===== config.mk =====
export PLATFORM = sky130hd
export DESIGN_NAME = dtx_word_tx
export DESIGN_NICKNAME = d
export VERILOG_FILES = /design/src/rtl/dtx_pkg.sv /design/src/rtl/dtx_buffer.sv /design/src/rtl/dtx_sequencer.sv /design/src/rtl/dtx_linemux.sv /design/src/rtl/dtx_word_tx.sv
export SDC_FILE = /design/constraint.sdc
export NUM_CORES = 1
export LEC_CHECK = 0
export BUFFER_PORTS_ARGS = -buffer_cell sky130_fd_sc_hd__buf_2
export CORE_ASPECT_RATIO = 1.1
export CORE_MARGIN = 1
export CORE_UTILIZATION = 60
export CTS_BUF_LIST = sky130_fd_sc_hd__clkbuf_16
export CTS_CLUSTER_SIZE = 20
export DETAILED_ROUTE_END_ITERATION = 10
export PLACE_DENSITY = 0.8
export SLEW_MARGIN = 10
export SYNTH_ARGS = -nofsm -noshare
export SYNTH_HDL_FRONTEND = slang
export SYNTH_HIERARCHICAL = 1
export SYNTH_SLANG_ARGS = --single-unit

===== constraint.sdc =====
create_clock -name clk -period 6.8 [get_ports clk]
set_input_delay 0.34 -clock clk [delete_from_list [all_inputs] [get_ports clk]]
set_output_delay 0.34 -clock clk [all_outputs]
set_load 0.01 [all_outputs]

===== src/rtl/dtx_pkg.sv =====
package dtx_pkg;

    // Clock phases per serial bit: the rail is high in the first PH_HIGH of them.
    localparam int PH_PER_BIT = 4;
    localparam int PH_W       = 2;
    localparam int PH_HIGH    = 2;

    typedef enum logic {
        FILL_WORD = 1'b0,
        FILL_BYTE = 1'b1
    } fill_mode_e;

endpackage


===== src/rtl/dtx_buffer.sv =====
module dtx_buffer
    import dtx_pkg::*;
#(
    parameter int BYTE_W     = 8,
    parameter int WORD_BYTES = 4
) (
    input  logic                              clk,
    input  logic                              rst,
    input  fill_mode_e                        fill_mode,
    input  logic                              wr_en,
    input  logic [BYTE_W-1:0]                 wr_data,
    input  logic                              busy,
    input  logic                              halted,
    input  logic [$clog2(WORD_BYTES)-1:0]     cur_byte,
    input  logic                              drain,
    output logic [BYTE_W*WORD_BYTES-1:0]      word,
    output logic [$clog2(WORD_BYTES+1)-1:0]   count,
    output logic                              ready
);

    localparam int WORD_W = BYTE_W * WORD_BYTES;
    localparam int CNT_W  = $clog2(WORD_BYTES + 1);

    typedef struct packed {
        logic [WORD_W-1:0] word;
        logic [CNT_W-1:0]  cnt;
    } stage_s;

    stage_s st_q, st_d;
    logic   ready_c;

    // Acceptance window for the next host byte.
    always_comb begin
        if (halted || st_q.cnt == CNT_W'(WORD_BYTES)) begin
            ready_c = 1'b0;
        end else if (fill_mode == FILL_BYTE) begin
            ready_c = busy ? (st_q.cnt == CNT_W'(cur_byte) + CNT_W'(1))
                           : (st_q.cnt == '0);
        end else begin
            ready_c = !busy;
        end
    end

    always_comb begin
        st_d = st_q;
        if (drain) begin
            st_d.cnt = '0;
        end else if (wr_en && ready_c) begin
            for (int k = 0; k < WORD_BYTES; k++) begin
                if (CNT_W'(k) == st_q.cnt) begin
                    st_d.word[k*BYTE_W +: BYTE_W] = wr_data;
                end
            end
            st_d.cnt = st_q.cnt + CNT_W'(1);
        end
    end

    always_ff @(posedge clk or posedge rst) begin
        if (rst) st_q <= '0;
        else     st_q <= st_d;
    end

    assign word  = st_q.word;
    assign count = st_q.cnt;
    assign ready = ready_c;

    assert_ignored_write_R8: assert property (@(posedge clk) disable iff (rst)
        (wr_en && !ready && !drain) |=> ($stable(st_q.cnt) && $stable(st_q.word)));

    assert_count_bound_R8: assert property (@(posedge clk) disable iff (rst)
        st_q.cnt <= CNT_W'(WORD_BYTES));

endmodule


===== src/rtl/dtx_sequencer.sv =====
module dtx_sequencer
    import dtx_pkg::*;
#(
    parameter int BYTE_W     = 8,
    parameter int WORD_BYTES = 4,
    parameter int GAP_BITS   = 4
) (
    input  logic                              clk,
    input  logic                              rst,
    input  fill_mode_e                        fill_mode,
    input  logic                              enable,
    input  logic                              parity_en,
    input  logic                              cts_n,
    input  logic                              err_clr,
    input  logic [BYTE_W*WORD_BYTES-1:0]      word,
    input  logic [$clog2(WORD_BYTES+1)-1:0]   count,
    output logic                              busy,
    output logic                              halted,
    output logic [$clog2(WORD_BYTES)-1:0]     cur_byte,
    output logic                              drain,
    output logic                              bit_val,
    output logic [PH_W-1:0]                   phase
);

    localparam int WORD_W   = BYTE_W * WORD_BYTES;
    localparam int BIT_W    = $clog2(WORD_W);
    localparam int LOW_W    = $clog2(BYTE_W);
    localparam int CNT_W    = $clog2(WORD_BYTES + 1);
    localparam int GAP_CLKS = GAP_BITS * PH_PER_BIT;
    localparam int GAP_W    = $clog2(GAP_CLKS + 1);

    typedef struct packed {
        logic             busy;
        logic             halted;
        logic [BIT_W-1:0] bit_idx;
        logic [PH_W-1:0]  ph;
        logic [GAP_W-1:0] gap;
    } seq_s;

    seq_s sq_q, sq_d;

    logic loaded, gap_done, start, bit_end, word_end, starved;
    logic [$clog2(WORD_BYTES)-1:0] byte_now;

    assign byte_now = sq_q.bit_idx[BIT_W-1:LOW_W];

    always_comb begin
        loaded   = (fill_mode == FILL_BYTE) ? (count != '0)
                                            : (count == CNT_W'(WORD_BYTES));
        gap_done = (sq_q.gap == GAP_W'(GAP_CLKS));
        start    = !sq_q.busy && !sq_q.halted && gap_done && loaded
                   && enable && !cts_n;
        bit_end  = sq_q.busy && (sq_q.ph == PH_W'(PH_PER_BIT - 1));
        word_end = bit_end && (sq_q.bit_idx == BIT_W'(WORD_W - 1));
        // Last bit of a byte leaves with the following byte still missing.
        starved  = (fill_mode == FILL_BYTE) && bit_end && !word_end
                   && (sq_q.bit_idx[LOW_W-1:0] == {LOW_W{1'b1}})
                   && (count <= CNT_W'(byte_now) + CNT_W'(1));

        sq_d = sq_q;
        if (err_clr) sq_d.halted = 1'b0;

        if (start) begin
            sq_d.busy    = 1'b1;
            sq_d.bit_idx = '0;
            sq_d.ph      = '0;
        end else if (sq_q.busy) begin
            sq_d.ph = sq_q.ph + PH_W'(1);
            if (bit_end) begin
                sq_d.ph = '0;
                if (word_end || starved) begin
                    sq_d.busy = 1'b0;
                    sq_d.gap  = '0;
                    if (starved) sq_d.halted = 1'b1;
                end else begin
                    sq_d.bit_idx = sq_q.bit_idx + BIT_W'(1);
                end
            end
        end else if (!gap_done) begin
            sq_d.gap = sq_q.gap + GAP_W'(1);
        end
    end

    always_ff @(posedge clk or posedge rst) begin
        if (rst) sq_q <= '0;
        else     sq_q <= sq_d;
    end

    always_comb begin
        if (parity_en && sq_q.bit_idx == BIT_W'(WORD_W - 1))
            bit_val = ~(^word[WORD_W-2:0]);
        else
            bit_val = word[sq_q.bit_idx];
    end

    assign busy     = sq_q.busy;
    assign halted   = sq_q.halted;
    assign cur_byte = byte_now;
    assign drain    = word_end || starved;
    assign phase    = sq_q.ph;

    assert_phase_step_R2: assert property (@(posedge clk) disable iff (rst)
        (sq_q.busy && sq_q.ph != PH_W'(PH_PER_BIT - 1))
        |=> (sq_q.busy && sq_q.ph == $past(sq_q.ph) + PH_W'(1)));

    assert_start_gate_R5: assert property (@(posedge clk) disable iff (rst)
        (!sq_q.busy && !(enable && !cts_n)) |=> !sq_q.busy);

    assert_halt_blocks_R10: assert property (@(posedge clk) disable iff (rst)
        sq_q.halted |=> !sq_q.busy);

    assert_gap_hold_R7: assert property (@(posedge clk) disable iff (rst)
        (!sq_q.busy && sq_q.gap < GAP_W'(GAP_CLKS)) |=> !sq_q.busy);

endmodule


===== src/rtl/dtx_linemux.sv =====
module dtx_linemux
    import dtx_pkg::*;
(
    input  logic            busy,
    input  logic [PH_W-1:0] phase,
    input  logic            bit_val,
    input  logic            selftest,
    output logic            line_zero,
    output logic            line_one,
    output logic            loop_zero,
    output logic            loop_one
);

    logic rz_on, rail_z, rail_o;

    always_comb begin
        rz_on  = busy && (phase < PH_W'(PH_HIGH));
        rail_z = rz_on && !bit_val;
        rail_o = rz_on && bit_val;
        line_zero = selftest ? 1'b0   : rail_z;
        line_one  = selftest ? 1'b0   : rail_o;
        loop_zero = selftest ? rail_z : 1'b0;
        loop_one  = selftest ? rail_o : 1'b0;
    end

endmodule


===== src/rtl/dtx_word_tx.sv =====
module dtx_word_tx
    import dtx_pkg::*;
#(
    parameter int BYTE_W     = 8,
    parameter int WORD_BYTES = 4,
    parameter int GAP_BITS   = 4
) (
    input  logic              clk,
    input  logic              rst,
    input  logic              wr_en,
    input  logic [BYTE_W-1:0] wr_data,
    input  logic              fill_byte,
    input  logic              tx_enable,
    input  logic              parity_en,
    input  logic              selftest,
    input  logic              cts_n,
    input  logic              err_clr,
    output logic              tx_ready,
    output logic              tx_idle,
    output logic              underwrite,
    output logic              line_zero,
    output logic              line_one,
    output logic              loop_zero,
    output logic              loop_one
);

    localparam int WORD_W     = BYTE_W * WORD_BYTES;
    localparam int CNT_W      = $clog2(WORD_BYTES + 1);
    localparam int BYTE_IDX_W = $clog2(WORD_BYTES);

    fill_mode_e              mode;
    logic [WORD_W-1:0]       word;
    logic [CNT_W-1:0]        count;
    logic [BYTE_IDX_W-1:0]   cur_byte;
    logic                    busy, halted, drain, bit_val, ready;
    logic [PH_W-1:0]         phase;

    assign mode = fill_mode_e'(fill_byte);

    dtx_buffer #(.BYTE_W(BYTE_W), .WORD_BYTES(WORD_BYTES)) u_buffer (
        .clk(clk), .rst(rst), .fill_mode(mode), .wr_en(wr_en), .wr_data(wr_data),
        .busy(busy), .halted(halted), .cur_byte(cur_byte), .drain(drain),
        .word(word), .count(count), .ready(ready)
    );

    dtx_sequencer #(.BYTE_W(BYTE_W), .WORD_BYTES(WORD_BYTES), .GAP_BITS(GAP_BITS)) u_seq (
        .clk(clk), .rst(rst), .fill_mode(mode), .enable(tx_enable),
        .parity_en(parity_en), .cts_n(cts_n), .err_clr(err_clr),
        .word(word), .count(count), .busy(busy), .halted(halted),
        .cur_byte(cur_byte), .drain(drain), .bit_val(bit_val), .phase(phase)
    );

    dtx_linemux u_mux (
        .busy(busy), .phase(phase), .bit_val(bit_val), .selftest(selftest),
        .line_zero(line_zero), .line_one(line_one),
        .loop_zero(loop_zero), .loop_one(loop_one)
    );

    assign tx_ready   = ready;
    assign tx_idle    = !busy;
    assign underwrite = halted;

    assert_rails_exclusive_R2: assert property (@(posedge clk) disable iff (rst)
        !(line_zero && line_one) && !(loop_zero && loop_one));

    assert_selftest_quiet_R11: assert property (@(posedge clk) disable iff (rst)
        selftest |-> (!line_zero && !line_one));

    assert_halt_not_ready_R10: assert property (@(posedge clk) disable iff (rst)
        underwrite |-> !tx_ready);

endmodule


==> flow_summary.toml <==
[routing]
dr_total_vias = 2067
wire_per_inst_um = 17.7
dr.pass1.iters = 4
totalWireLength_um = 5910
detail-route-antenna-nets = 0
drtIter0Drc = 60
drt-vias-per-instance = 6.19
drc = 0

[power]
p_int_mw = 0.509
p_seq_share_pct = 46.0
finalPower_mw = 0.633
swShare_pct = 19.6
vdd_drop_max_mv = 0.139
combPwrFrac_pct = 2.8
switchingPower_mw = 0.124
power_frac_clock_pct = 51.2
power.density_nw_per_um2 = 185
p_leak_nw = 1.66

[floorplanning]
die_w_um = 70.3
die-area_um2 = 5420
ios = 24
start_util_pct = 64.3
die_h_um = 77.1
core_um2 = 4780
fp-row-count = 26

[cts]
post_cts_buffers = 0
root_buffer = "clkbuf_16"
tritoncts = "yes"
clock_path_buffers = 2
hold_buffers = 0
clkSinkCount = 49
clkTransAtPathRegs_ns = 0.07
worstSkewPairLatency_ns = 0.29
cts_resized = 0
cts_buffers = 5
htreeDepth = 2

[sta]
setup_violations = 0
drv_slew = 0
relSlewSlack_pct = 55.2
min_period_ns = 3.33
tns_ns = 0
fmax_mhz = 301
fin_crit_sh_pct = 48.9
rsz0062_at_grt = "no"
clock_skew_ns = 0.00726
setup_ws_ns = 3.47
tightest_slew_ns = 0.672
hold_violations = 0

[final_layout]
final_common_cell = "dfrtp_1"
ff_latch_area_um2 = 1230
fin_area_um2 = 3410
drive_gt1_share_pct = 31.7
multi_input_area_um2 = 1740
n_fill_cell = 341
mostFrequentLayoutCells = "dfrtp_1 (49), mux2_2 (34), xnor2_1 (28)"
nets = 310
n_antenna_cell = 0
area_growth_syn_to_layout_pct = 11.0

[yosys]
syn_inst = 253
syn-cell-area_um2 = 3080
postSynthNetCount = 286
syn_avg_cell_area_um2 = 12.2
ys_warn_count = 6

[setup_path]
cp.required_ns = 6.98
worst_setup_path_start_kind = "flop"
end_kind = "flop"
worstSetupPathType = "reg2reg"
arrival_ns = 3.50
worst-path-max-fanout = 8

[placement]
dpl_worst_slack_ns = 3.58
io_buffer_count = 23
dp_hpwl_um = 4270
place_congestion = 0.786
place_area_um2 = 3220

[worst_hold_path]
hp-class = "in2async"

[global_route]
overflow = 0
grt_max_degree = 36
antenna_found_initial = 0
track_usage_pct = 23.8
grt_pass1_vias = 2109
grt_first_pass_wirelength_um = 10200

[run_status]
status = "finished, final reports clean"

[job]
max_cap_viol_count = 0
path summary, 6_finish.rpt:
kind	start	endpoint	slack, ns	cells past startpoint
setup / recovery	u_seq/cur_byte[0]$_DFFE_PP0P_	u_buffer/word[15]$_DFFE_PP0P_	3.47	11
hold / removal	rst	u_seq/sq_q[8]$_DFFE_PP0P_	0.1	2
setup reg to reg	u_seq/cur_byte[0]$_DFFE_PP0P_	u_buffer/word[15]$_DFFE_PP0P_	3.47	11
hold reg to reg	u_buffer/word[31]$_DFFE_PP0P_	u_buffer/word[31]$_DFFE_PP0P_	0.51	1
max in group asynchronous	rst	u_buffer/word[24]$_DFFE_PP0P_	6.33	3
min in group clk	err_clr	u_seq/halted$_DFF_PP0_	0.23	2
power groups by stage:
stage / clock network [mW] / logic (mW) / registers (mW)
after global placement: 0 / 0.0183 / 0.297
after detailed placement: 0 / 0.0183 / 0.297
after global routing: 0.344 / 0.0200 / 0.291
after floorplan: 0 / 0.00672 / 0.297
final: 0.324 / 0.0176 / 0.291
after CTS: 0.331 / 0.0184 / 0.291
registers in the layout, summed over array words and instances (netlist names):
signal and count:
u_seq/sq_q 8, u_seq/busy 1, u_buffer/count 3, u_seq/halted 1
u_buffer/word 32, u_seq/cur_byte 2, u_seq/phase 2
worst max-delay path, cell delays in order (launching register included):
cell	delay [ns]
dfrtp_1	0.48
ha_1	0.32
inv_1	0.05
ha_1	0.31
nor2b_1	0.15
o21ai_0	0.12
a32o_1	0.24
a31oi_1	0.28
nor2_1	0.19
nor2_1	0.30
o2111ai_2	0.36
mux2_1	0.41
per-stage QoR:
| step | hold WS (ns) | instances | utilization (%) |
|---|---|---|---|
| floorplan | 0.229 | 253 | - |
| detailed placement | 0.432 | 326 | 67.3 |
| global placement | 0.423 | 326 | 67.3 |
| global route | 0.144 | 334 | 71.4 |
| CTS | 0.117 | 334 | 71.4 |
| finish | 0.0998 | 334 | 71.4 |
area by class of cell:
class	instances	area share (%)
clock inverters	3	2.02
clock buffers	5	3.66
well taps	56	2.05
repair buffers	24	3.59
inverters	16	1.76
flip-flops and latches	49	35.9
multi-input cells	181	51.0
layer usage:
layer	GRT usage (%)	up-vias	wire, um
met1	28.8	1058	2480
met5	0	-	0
li1	-	966	-
met3	4.60	5	181
met4	6.00	0	55
met2	42.9	38	3200
Power figures use the tool's default switching activity.
